### config.mk
export PLATFORM = sky130hd
export DESIGN_NAME = mbox_doorbell
export DESIGN_NICKNAME = d
export VERILOG_FILES = /design/src/rtl/mbox_doorbell.sv
export SDC_FILE = /design/constraint.sdc
export NUM_CORES = 1
export LEC_CHECK = 0
export ABC_CLOCK_PERIOD_IN_PS = 2250
export BUFFER_PORTS_ARGS = -buffer_cell sky130_fd_sc_hd__buf_2
export CAP_MARGIN = 20
export CORE_UTILIZATION = 34
export CTS_CLUSTER_DIAMETER = 80
export DETAILED_ROUTE_END_ITERATION = 10
export HOLD_SLACK_MARGIN = 0.12
export PLACE_DENSITY_LB_ADDON = 0.1
export SETUP_SLACK_MARGIN = 0.1
export SYNTH_ARGS = -nofsm -noshare
export SYNTH_HDL_FRONTEND = slang
export SYNTH_SLANG_ARGS = --single-unit
export TNS_END_PERCENT = 100
### constraint.sdc
create_clock -name clk -period 2.25 [get_ports clk]
set_clock_uncertainty 0.05 [all_clocks]
set_input_delay 0.3375 -clock clk [delete_from_list [all_inputs] [get_ports clk]]
set_output_delay 0.3375 -clock clk [all_outputs]
set_load 0.01 [all_outputs]
### src/rtl/mbox_doorbell.sv
module mbox_doorbell #(
  parameter int NMB = 8,
  parameter int DW  = 32,
  parameter int AW  = 16,
  parameter int DB_LSB = 16,
  parameter logic [AW-1:0] L_L2H_BASE = 16'h3A00,
  parameter logic [AW-1:0] L_H2L_BASE = 16'h3B00,
  parameter logic [AW-1:0] L_STAT     = 16'h3060,
  parameter logic [AW-1:0] L_EN       = 16'h3070,
  parameter logic [AW-1:0] H_H2L_BASE = 16'h0800,
  parameter logic [AW-1:0] H_L2H_BASE = 16'h0900,
  parameter logic [AW-1:0] H_STAT     = 16'h0040,
  parameter logic [AW-1:0] H_EN       = 16'h0050
) (
  input  logic          clk,
  input  logic          rst_n,
  input  logic          h_wr,
  input  logic          h_rd,
  input  logic [AW-1:0] h_addr,
  input  logic [DW-1:0] h_wdata,
  input  logic [DW/8-1:0] h_be,
  output logic [DW-1:0] h_rdata,
  output logic          h_irq,
  input  logic          l_wr,
  input  logic          l_rd,
  input  logic [AW-1:0] l_addr,
  input  logic [DW-1:0] l_wdata,
  input  logic [DW/8-1:0] l_be,
  output logic [DW-1:0] l_rdata,
  output logic          l_irq
);
  localparam int BW  = DW / 8;
  localparam int WB  = $clog2(BW);
  localparam int IW  = $clog2(NMB);
  localparam int WIN = IW + WB;

  logic [NMB-1:0][DW-1:0] h2l, l2h;
  logic [NMB-1:0] l_stat, l_en, h_stat, h_en;

  function automatic logic [DW-1:0] merge(input logic [DW-1:0] old_v,
                                          input logic [DW-1:0] new_v,
                                          input logic [BW-1:0] be);
    logic [DW-1:0] r;
    for (int b = 0; b < BW; b++)
      r[b*8 +: 8] = be[b] ? new_v[b*8 +: 8] : old_v[b*8 +: 8];
    return r;
  endfunction

  wire h_in_h2l = h_addr[AW-1:WIN] == H_H2L_BASE[AW-1:WIN];
  wire h_in_l2h = h_addr[AW-1:WIN] == H_L2H_BASE[AW-1:WIN];
  wire h_is_st  = h_addr[AW-1:WB]  == H_STAT[AW-1:WB];
  wire h_is_en  = h_addr[AW-1:WB]  == H_EN[AW-1:WB];
  wire l_in_l2h = l_addr[AW-1:WIN] == L_L2H_BASE[AW-1:WIN];
  wire l_in_h2l = l_addr[AW-1:WIN] == L_H2L_BASE[AW-1:WIN];
  wire l_is_st  = l_addr[AW-1:WB]  == L_STAT[AW-1:WB];
  wire l_is_en  = l_addr[AW-1:WB]  == L_EN[AW-1:WB];
  wire [IW-1:0] h_idx = h_addr[WIN-1:WB];
  wire [IW-1:0] l_idx = l_addr[WIN-1:WB];

  logic [NMB-1:0] l_set, l_clr, h_set, h_clr;

  genvar n;
  generate
    for (n = 0; n < NMB; n++) begin : g_mb
      assign l_set[n] = h_wr && h_in_h2l && h_idx == IW'(n);
      assign h_set[n] = l_wr && l_in_l2h && l_idx == IW'(n);
      assign l_clr[n] = l_wr && l_is_st && l_wdata[DB_LSB+n];
      assign h_clr[n] = h_wr && h_is_st && h_wdata[n];

      always_ff @(posedge clk or negedge rst_n)
        if (!rst_n)        h2l[n] <= '0;
        else if (l_set[n]) h2l[n] <= merge(h2l[n], h_wdata, h_be);

      always_ff @(posedge clk or negedge rst_n)
        if (!rst_n)        l2h[n] <= '0;
        else if (h_set[n]) l2h[n] <= merge(l2h[n], l_wdata, l_be);
    end
  endgenerate

  always_ff @(posedge clk or negedge rst_n)
    if (!rst_n) begin
      l_stat <= '0;
      h_stat <= '0;
      l_en   <= '0;
      h_en   <= '0;
    end else begin
      l_stat <= (l_stat & ~l_clr) | l_set;
      h_stat <= (h_stat & ~h_clr) | h_set;
      if (l_wr && l_is_en) l_en <= l_wdata[DB_LSB +: NMB];
      if (h_wr && h_is_en) h_en <= h_wdata[NMB-1:0];
    end

  logic [DW-1:0] l_rv, h_rv;
  always_comb begin
    l_rv = '0;
    if (l_in_l2h)     l_rv = l2h[l_idx];
    else if (l_in_h2l) l_rv = h2l[l_idx];
    else if (l_is_st)  l_rv = DW'(l_stat) << DB_LSB;
    else if (l_is_en)  l_rv = DW'(l_en) << DB_LSB;
  end

  always_comb begin
    h_rv = '0;
    if (h_in_h2l)     h_rv = h2l[h_idx];
    else if (h_in_l2h) h_rv = l2h[h_idx];
    else if (h_is_st)  h_rv = DW'(h_stat);
    else if (h_is_en)  h_rv = DW'(h_en);
  end

  always_ff @(posedge clk or negedge rst_n)
    if (!rst_n) begin
      l_rdata <= '0;
      h_rdata <= '0;
    end else begin
      if (l_rd) l_rdata <= l_rv;
      if (h_rd) h_rdata <= h_rv;
    end

  assign l_irq = |(l_stat & l_en);
  assign h_irq = |(h_stat & h_en);
endmodule


Word level (Yosys, flattened, before mapping). Cells that the tools add are included. W data, S select, Z words.

Input port bits: 110. Memories: 0. Logic and storage cells: 224. Bits in registers: 608. Latch bits: 0. RAM bits: 0. Output and inout port bits: 66. Memory bits (read-only): 0.

Bitwise gates (word level): 8. Div/mod/pow operators: 0. $lt $le $gt $ge: 2. Shifts and indexed selects: 0. Add/sub/neg operators: 0. Mux-type cells: 16. Equal/unequal tests: 22. $mul: 0. Reduce and logical (&&, ||, !) cells: 106.

Operators by type and width (count): $bmux W32 S3 (4); $mux W32 (8); $reduce_and A2 Y1 (64); $mux W24 (2); $logic_and A1 B1 Y1 (38); $and A8 B8 Y8 (4); $eq A14 B12 Y1 const B (2); $eq A14 B5 Y1 const B (2); $eq A3 B3 Y1 const B (8); $eq A11 B7 Y1 const B (2); $eq A11 B9 Y1 const B (2); $mux W8 (2); $not A8 Y8 (2); $or A8 B8 Y8 (2); $reduce_or A8 Y1 (2); $eq A3 B2 Y1 const B (4); $lt A3 B4 Y1 const B (2); $eq A3 B1 Y1 const B (2); $logic_not A3 Y1 (2).

Depth between registers and ports, before layout. Gate-level depths: netlist of run 1.

Word-level depth: 6. Depth in mapped cells: 7. Gate-level depth less buffers: 4.

Least setup slack after synthesis of run 1. No wires, ideal clock.

Path kind: input to register. From: in l_addr[14]. To: reg l2h[240] (netlist bit). Library setup time: 0.125 ns. Slack: -0.224 ns. Buffers on the path: 1. Data required time: 2.075 ns. Cell stages on the path: 5. Arrival time: 2.299 ns. Path through: or4b_4 or4_4 buf_6 nor3_4 mux2_4.

Word-level cells in the longest chain between the ends: 4.

Ends and longest elaborated chain: from (decl) (RTL line 26) `input logic [AW-1:0] l_addr,`; $eq A11 B9 Y1 (RTL line 53) `wire l_in_l2h = l_addr[AW-1:WIN] == L_L2H_BASE[AW-1:WIN];`; $logic_and A1 B1 Y1 (2 in a row) (RTL line 66) `assign h_set[n] = l_wr && l_in_l2h && l_idx == IW'(n);`; $reduce_and A2 Y1 (no line); to (signal, indexed assignment) (RTL line 76) `else if (h_set[n]) l2h[n] <= merge(l2h[n], l_wdata, l_be);`; to (decl) (RTL line 37) `logic [NMB-1:0][DW-1:0] h2l, l2h;`.

No other way between the ends. A chain may end at the register's enable or synchronous reset.

Final worst setup path of run 1.
From: reg h_en[6]. To: out h_irq.

Word-level cells in the longest chain between the ends: 2.

Ends and longest elaborated chain: from (decl) (RTL line 38) `logic [NMB-1:0] l_stat, l_en, h_stat, h_en;`; from (signal assigned) (RTL line 90) `if (h_wr && h_is_en) h_en <= h_wdata[NMB-1:0];`; $and A8 B8 Y8 (RTL line 120) `assign h_irq = |(h_stat & h_en);`; $reduce_or A8 Y1 (RTL line 120); to (decl) (RTL line 23) `output logic h_irq,`.

No other way between the ends.

==> results.toml, run 1 <==
[status]
status = "completed"

[drt]
num_vias = 21191
via_per_inst = 5.53
drc = 0
routedWlPerCell_um = 26.9
drt_iter0_drc = 1461
postRouteAntennaNets = 0
wirelength_um = 103000
dr.pass1.iters = 7

[final_layout]
drive_above_1_share_pct = 55.5
register_area_um2 = 15200
nets = 2698
areaGrowthSynthToFinish_pct = 25.6
layout_common_cells = "622 x mux2_2, 608 x dfrtp_1, 220 x mux4_2"
stdcell_count = 3830
multi_input_area_um2 = 15700
postLayoutCoreUtil_pct = 43.1
nFillCells = 8360
final_common_cell = "mux2_2"
stdcell_area_um2 = 39500

[logic_synthesis]
synth.avg_cell_area_um2 = 14.7
synth_simple_gate_area_share_pct = 4.43
synth-seq-area-share_pct = 48.4
synth-xor-area-share_pct = 0
ys_types = 45
synth_flop_cell = "dfrtp_1"
yosys_warnings = 0
synth_seq_cells = 608
synth_compound_area_share_pct = 3.63
yosys.area_share.adder_pct = 0
synth_top_family_by_area = "multiplexers"
syn_inst = 2139
synth.net_count = 2249
async_flop_share_pct = 100
synthMuxAreaShare_pct = 41.4
synth_area_um2 = 31400
synth_edf_count = 0

[power_and_ir_drop]
peakVddDrop_mv = 0.581
pwr_density_cell_nw_per_um2 = 634
leakagePower_uw = 0.0183

[clock_network]
ctsRootBufferMaster = "clkbuf_16"
cts_tree = "built"
postCtsSetupBuffers = 0
clock_latency_ns = 0.63
clockBufferDepth = 3
cts_sinks = 608
htree_levels = 3
cts_buffers = 74
cts.clk_slew.worst_paths_ns = 0.06

[die]
coreArea_um2 = 91700
die_w_um = 306
pin_count = 176
start_util_pct = 34.3
die_h_um = 306
die_area_um2 = 93700
num_rows = 111

[job]
drv_cap = 0

[placed_design]
hpwl_um = 74600
io_buffer_count = 171
routabilityCongestion = 0.847
dpl_cell_area_um2 = 36200
dp_cells = 3627

[global_route]
grt_pass1_wl_um = 155000
antenna_found_initial = 7
grt_remaining_overflow = 0
grt.total_usage_pct = 22.4
grt_pass1_vias = 22988
grt_max_degree = 72

[timing]
tightest_slew_ns = 0.453
setup_tns_ns = 0
report.final.slew_viol_count = 0
relSlewSlack_pct = 69.8
rsz0062_at_grt = "yes"
fin_crit_sh_pct = 93.2
fin_crit_ns = 2.10
timing_hold_violations_final = 0
setup_violations = 0
max_freq_mhz = 477

[worst_hold_path]
min_path_type = "in -> async"

[critical_path]
required_ns = 1.86
path_cells = "a22oi_2 > nand4_1 > buf_2"
cp_slowest_cell = "dfrtp_1"
worst-setup-path-type = "reg -> out"
cp-end-kind = "output port"
critPathLaunchType = "register"
worst-path-max-fanout = 3
slowest_delay_ns = 0.41
arrival_ns = 1.71
-- cell usage after synthesis, types with 15 or more instances --
library cell	n	area (um^2)
inv_1	32	120
a31oi_1	15	93.8
mux4_2	220	4950
buf_1	25	93.8
nand2_1	40	150
dfrtp_1	608	15200
o2bb2ai_1	16	140
mux2i_1	92	921
o21ai_0	23	115
nand2b_1	20	125
a22oi_1	64	480
nor2_1	75	282
clkbuf_1	94	353
nand3_1	50	250
mux2_2	622	7000
nand4_1	27	169
buf_2	19	95.1
o211ai_1	19	143
-- where the power goes --
part | leakage (uW) | switching [uW] | internal [uW] | total, uW
combinational | 0.00862 | 1060 | 670 | 1730
sequential | 0.00847 | 25.3 | 11000 | 11000
clock | 0.00124 | 4860 | 7430 | 12300
-- critical path, delay by kind of cell, from the launching register on --
family,cells,cell delay (ns)
flip-flops,1,0.41
AND/OR/NAND/NOR,1,0.25
buffers and inverters,1,0.23
AO/OA/AOI/OAI,1,0.20
-- worst paths after layout --
| path | start | endpoint | slack, ns | cells after the start |
|---|---|---|---|---|
| setup / recovery | h_en[6] | h_irq | 0.15 | 3 |
| hold / removal | rst_n | h2l[40] | 0.15 | 2 |
| setup reg to reg | h2l[254] | l_rdata[30] | 0.37 | 4 |
| hold reg to reg | l_rdata[3] | l_rdata[3] | 0.46 | 2 |
| max in group asynchronous | rst_n | l2h[185] | 1.15 | 4 |
| min in group clk | l_addr[4] | l_rdata[14] | 0.21 | 3 |
-- metal layers --
layer | routed length (um) | track usage, % | vias up
met5 | 39 | 0 | -
met4 | 3670 | 7.83 | 6
met3 | 4820 | 4.10 | 155
met2 | 49200 | 36.5 | 553
met1 | 45400 | 30.1 | 11281
li1 | - | - | 9196
-- cells by family after synthesis --
| family | Yosys count |
|---|---|
| muxes | 943 |
| AOI/OAI and AO/OA | 157 |
| buffers and inverters | 172 |
| and+or+nand+nor | 259 |
| DFF | 608 |
-- layout make-up --
class / instances / area share, %
diodes: 1 / 0.00634
clock buffers: 107 / 5.65
clock inverters: 24 / 0.653
inverters: 33 / 0.314
multi-input cells: 1359 / 39.8
flip-flops and latches: 608 / 38.5
well taps: 1186 / 3.76
repair buffers: 512 / 11.3
-- what timing repair did --
action / 4_1_cts / 5_1_grt
pin swaps: 1 / 2
resized for setup: 2 / 2
gates cloned: 0 / 0
hold buffers: 71 / 0
endpoints found under the hold margin: 925 / 0
setup endpoints to repair: 1 / 1
-- per-stage QoR --
stage / setup slack, ns / total power [uW] / hold WS [ns]
floorplan: -0.154 / 11900 / -0.00809
global placement: -0.299 / 12800 / 0.200
detailed placement: -0.334 / 12800 / 0.199
CTS: 0.108 / 25400 / 0.132
global route: 0.0866 / 25900 / 0.140
finish: 0.152 / 25000 / 0.152
-- flip-flops by register name, indices dropped and copies added (netlist names) --
signal and cells:
h_en 8, h_rdata 32, l_en 8, l_rdata 32
h_stat 8, l_stat 8, l2h 256, h2l 256
Power figures use the tool's default switching activity.
==> run 2, diff against run 1 <==
- CORE_UTILIZATION: 34 -> 50
- CTS_CLUSTER_DIAMETER: 80 -> 100
==> run 2 against run 1 <==
Clock-buffer cell count down 7. Clock power down 3%. Global-route usage increased by 7.7 points. Power down 1.7%. Maximum frequency decreased by 0.13%. Via count increased by 0.81%. First-iteration DRC count is 5.1% higher. Utilization up 20 points. Worst setup slack worse by 0.0027 ns. Hold slack improved by 0.0059 ns. Sequential share of layout area up 0.66 points. Routed wire length is 9.6% lower.
==> results.toml, run 2 (synthesized netlist as in run 1, its figures left out) <==
[final_layout]
top_regs = "h2l x256, l2h x256"
areaGrowthSynthToFinish_pct = 23.4
drive_above_1_share_pct = 54.8
final_common_cell = "mux2_2"
layout_common_cells = "622 x mux2_2, 608 x dfrtp_1, 220 x mux4_2"
multi_input_area_um2 = 15700
register_area_um2 = 15200
postLayoutCoreUtil_pct = 62.6
nets = 2678
nFillCells = 4803

[die]
die_h_um = 253
coreArea_um2 = 61900
die_w_um = 253
pin_count = 176
start_util_pct = 50.8
die_area_um2 = 63900
num_rows = 91

[placed_design]
routabilityCongestion = 0.908
io_buffer_count = 171
hpwl_um = 66200

[drt]
maxUsedRoutingLayer = "met5"
drc = 0
via_per_inst = 6.17
wirelength_um = 93200
dr.pass1.iters = 7
num_vias = 21363
postRouteAntennaNets = 0
wl_met2_um = 45100
wl_met1_um = 38800
routedWlPerCell_um = 26.9
wl_met3_um = 5600
drt_iter0_drc = 1535

[global_route]
grt_pass1_vias = 22653
grt.total_usage_pct = 30.1
grt_remaining_overflow = 0
antenna_found_initial = 3
grt_max_degree = 89
grt_pass1_wl_um = 143000

[critical_path]
startpoint = "l_addr[14]"
cp-end-kind = "register"
worst-path-max-fanout = 9
required_ns = 2.74
reg2reg_slack_ns = 0.32
critPathLaunchType = "input port"
rr_startpoint = "l2h[250]"
worst-setup-path-type = "in -> reg"
arrival_ns = 2.59

[timing]
rsz0062_at_grt = "no"
relSlewSlack_pct = 62.2
max_freq_mhz = 476
setup_violations = 0
tightest_slew_ns = 0.565
timing_hold_violations_final = 0
holdWs_ns = 0.158
report.final.slew_viol_count = 0
fin_crit_ns = 2.10
fin_crit_sh_pct = 93.3

[clock_network]
cts_tree = "built"
cts-resized-gates = 0
postCtsSetupBuffers = 0
cts_buffers = 70
htree_levels = 3
clockBufferDepth = 3
cts_sinks = 608
clock_latency_ns = 0.61
cts.clk_slew.worst_paths_ns = 0.06
ctsRootBufferMaster = "clkbuf_16"

[power_and_ir_drop]
peakVddDrop_mv = 0.503
pwr_density_cell_nw_per_um2 = 634
leakagePower_uw = 0.0182

[status]
status = "completed"

[worst_hold_path]
hp-start = "l_rd"
min_path_type = "in -> reg"

[job]
drv_cap = 0
[run 2: cell types whose count changed in the layout (fill, tap and decap cells not counted), sizes merged]
cell	change
buf	-16
clkinvlp	-2
inv	+2
bufinv	+3
clkbuf	-7
[run 2: power breakdown]
group          internal (uW)  leakage, uW  switching (uW)  total [uW]
Clock                   7230      0.00119            4670       11900
Combinational            670      0.00853            1020        1690
Sequential             11000      0.00847            23.3       11000
[run 2: worst paths after layout]
check,end,cells after the start
worst max-delay path,h_stat[7],9
worst max register to register,h_rdata[26],4
worst min-delay path,l_rdata[3],3
worst min register to register,l_rdata[1],2
min in group asynchronous,h2l[72],2
max in group asynchronous,l2h[41],3
[run 2: layout make-up]
| type | count | area share, % |
|---|---|---|
| repair buffers | 496 | 11.2 |
| well taps | 837 | 2.70 |
| diodes | 1 | 0.00645 |
| flip-flops and latches | 608 | 39.2 |
| clock inverters | 27 | 0.903 |
| clock buffers | 100 | 5.25 |
| inverters | 33 | 0.319 |
| multi-input cells | 1359 | 40.4 |
[run 2: layer usage]
metal	GRT usage, %	up-vias
li1	-	9168
met1	40.0	11355
met2	49.1	663
met3	5.82	173
met4	11.4	4
met5	0	-
[run 2: timing repair]
item / CTS / global route
setup endpoints to repair: 0 / 0
hold buffers: 71 / 0
endpoints found under the hold margin: 823 / 0
[run 2: per-stage QoR]
step | total power, uW | area, um^2 | cells | worst slack [ns] | setup TNS, ns
2_1_floorplan | 11900 | 31600 | 2139 | -0.154 | -5.69
6_report | 24600 | 38800 | 3461 | 0.150 | 0
4_1_cts | 24800 | 38800 | 3460 | 0.219 | 0
3_3_place_gp | 12800 | 35700 | 3262 | -0.290 | -26.17
3_5_place_dp | 12800 | 35700 | 3262 | -0.315 | -31.23
5_1_grt | 25300 | 38800 | 3460 | 0.118 | 0
[run 2: worst max-delay path, cell delays in order]
cell and delay, ns:
buf_2 0.11, or4b_4 0.53, buf_4 0.16, nor4_2 0.19
buf_4 0.26, buf_4 0.15, nand2_1 0.10, o2bb2ai_1 0.16
dlygate4sd3_1 0.57
==> run 3, diff against run 2 <==
- ABC_CLOCK_PERIOD_IN_PS: 2250 -> 1800
- BUFFER_PORTS_ARGS: -buffer_cell sky130_fd_sc_hd__buf_2 -> -buffer_cell sky130_fd_sc_hd__buf_4
- clock period: 2.25 -> 1.8 ns (I/O delays scaled with it)
==> run 3 against run 2 <==
The flow now finishes with violations (negative setup slack). Sequential share of layout area decreased by 2.8 points. Cell count rose by 3.6%. Worst setup slack worse by 0.27 ns. First-iteration DRC count is 0.13% lower. Clock power increased by 21%. Clock-buffer cell count is 9 lower. Largest cell class unchanged.
==> results.toml, run 3 (synthesized netlist as in run 1, its figures left out) <==
[power_and_ir_drop]
p_int_uw = 23400
pwr_density_cell_nw_per_um2 = 731
finalPower_uw = 30500
peakVddDrop_mv = 0.760
combinationalPowerShare_pct = 7.8
switchingPower_uw = 7190
pwr-share-seq_pct = 45.0
clkPwrFrac_pct = 47.2
leakagePower_uw = 0.0193
switching_share_pct = 23.5

[final_layout]
final_common_cell = "dfrtp_1"
drive_above_1_share_pct = 59.6
nFillCells = 4439
register_area_um2 = 15200
top_regs = "h2l x256, l2h x256"
layout_common_cells = "608 x dfrtp_1, 464 x mux2_2, 432 x buf_4"
nets = 2813
postLayoutCoreUtil_pct = 67.5
multi_input_area_um2 = 16900
areaGrowthSynthToFinish_pct = 32.9

[critical_path]
arrival_ns = 2.35
path_cells = "buf_6 > or4b_4 > buf_6 > nor4_4 > buf_6 > nand4_1 > buf_4 > mux2_2"
cp.buffers_inverters = 4
critical_path.most_common_cell = "buf_6"
cp_slowest_cell = "or4b_4"
worst-setup-path-type = "in -> reg"
cp-end-kind = "register"
slowest_delay_ns = 0.54
worst-path-max-fanout = 5
required_ns = 2.23
critPathLaunchType = "input port"
path_delay_family = "simple AND/OR/NAND/NOR gates"

[timing]
final.setup.worst_slack_ns = -0.120
relSlewSlack_pct = 61.6
holdWs_ns = 0.184
fin_crit_sh_pct = 107
setup_violations = 126
report.final.slew_viol_count = 0
setup_tns_ns = -5.45
timing_hold_violations_final = 0
max_freq_mhz = 521
rsz0062_at_grt = "yes"
fin_crit_ns = 1.92
tightest_slew_ns = 0.574

[placed_design]
io_buffer_count = 171
pre_cts_slack_ns = -0.704
routabilityCongestion = 0.893
hpwl_um = 68800

[die]
die_area_um2 = 63900
coreArea_um2 = 61900
die_h_um = 253
num_rows = 91
die_w_um = 253
pin_count = 176
start_util_pct = 50.8

[global_route]
grt_max_degree = 105
grt_pass1_wl_um = 149000
grt.total_usage_pct = 31.3
antenna_found_initial = 2
grt_pass1_vias = 23536
grt_remaining_overflow = 0

[clock_network]
cts.clk_slew.worst_paths_ns = 0.06
clockBufferDepth = 3
cts_sinks = 608
cts_tree = "built"
ctsRootBufferMaster = "clkbuf_16"
clock_latency_ns = 0.60
cts_buffers = 70
htree_levels = 3

[drt]
dr.pass1.iters = 5
routedWlPerCell_um = 27.3
drt_iter0_drc = 1533
num_vias = 22043
via_per_inst = 6.15
wirelength_um = 97900
postRouteAntennaNets = 0
drc = 0

[status]
status = "finished, violations left"
violations = "negative setup slack"

[job]
drv_cap = 0

[worst_hold_path]
min_path_type = "in -> reg"
-- run 3: changes by cell type in the layout (fill, tap and decap cells not counted), moves of 22 or more --
cell and delta:
nor2_4 +47, a22oi_1 -22, buf_12 +31, buf_2 -164, buf_6 +27, a22oi_2 +22
o21ai_0 -23, mux2_4 +159, nor2_2 -31, mux2_2 -158, buf_4 +243
-- run 3: power by group through the flow --
stage          clock, uW  sequential, uW  combinational [uW]
6_report           14400           13700                2390
5_1_grt            15200           13700                2540
4_1_cts            14600           13700                2390
3_5_place_dp           0           14000                2230
3_3_place_gp           0           14000                2200
2_1_floorplan          0           14000                 942
-- run 3: path summary, 6_finish.rpt --
| kind | start | endpoint | slack (ns) | cells after the start |
|---|---|---|---|---|
| max in group asynchronous | rst_n | h_rdata[14] | 0.43 | 3 |
| min in group asynchronous | rst_n | h2l[112] | 0.27 | 3 |
| hold / removal | l_be[3] | l2h[62] | 0.18 | 4 |
| setup reg to reg | l2h[169] | h_rdata[9] | 0.04 | 5 |
| setup / recovery | l_addr[15] | l2h[167] | -0.12 | 8 |
| hold reg to reg | l_rdata[14] | l_rdata[14] | 0.46 | 2 |
-- run 3: area by class of cell --
| type | count | area share (%) |
|---|---|---|
| clock inverter | 27 | 0.710 |
| tap | 837 | 2.51 |
| inverter | 33 | 0.296 |
| clock buffer | 91 | 4.77 |
| multi-input combinational | 1359 | 40.3 |
| antenna | 1 | 0.00599 |
| timing repair buffer | 631 | 15.0 |
| sequential | 608 | 36.4 |
-- run 3: metrics by stage --
stage                     instance area (um^2)  std cells
after CTS                                41500       3572
after detailed placement                 38000       3373
final                                    41800       3587
after global placement                   38000       3373
after global routing                     41800       3587
after floorplan                          32600       2139
-- run 3: tightest hold or removal path, cell delays in order --
cell     delay [ns]
buf_4          0.14
nand4_1        0.13
buf_4          0.12
mux2_2         0.13
-- run 3: what timing repair did --
action                                  in CTS  in global routing
resized for setup                          100                 42
hold endpoints to repair                   999                  9
pin swaps                                   14                 31
setup buffers                               13                 13
endpoints found under the setup margin     108                119
cloned                                       0                  1
hold buffers                                68                  2
-- run 3: metal layers --
layer	global-route usage, %	vias to the layer above	part of all wire, %
met5	0	-	0.0071
met1	41.3	11714	41
met4	12.2	2	4.0
met2	52.0	724	50
li1	-	9403	-
met3	5.09	200	5.5
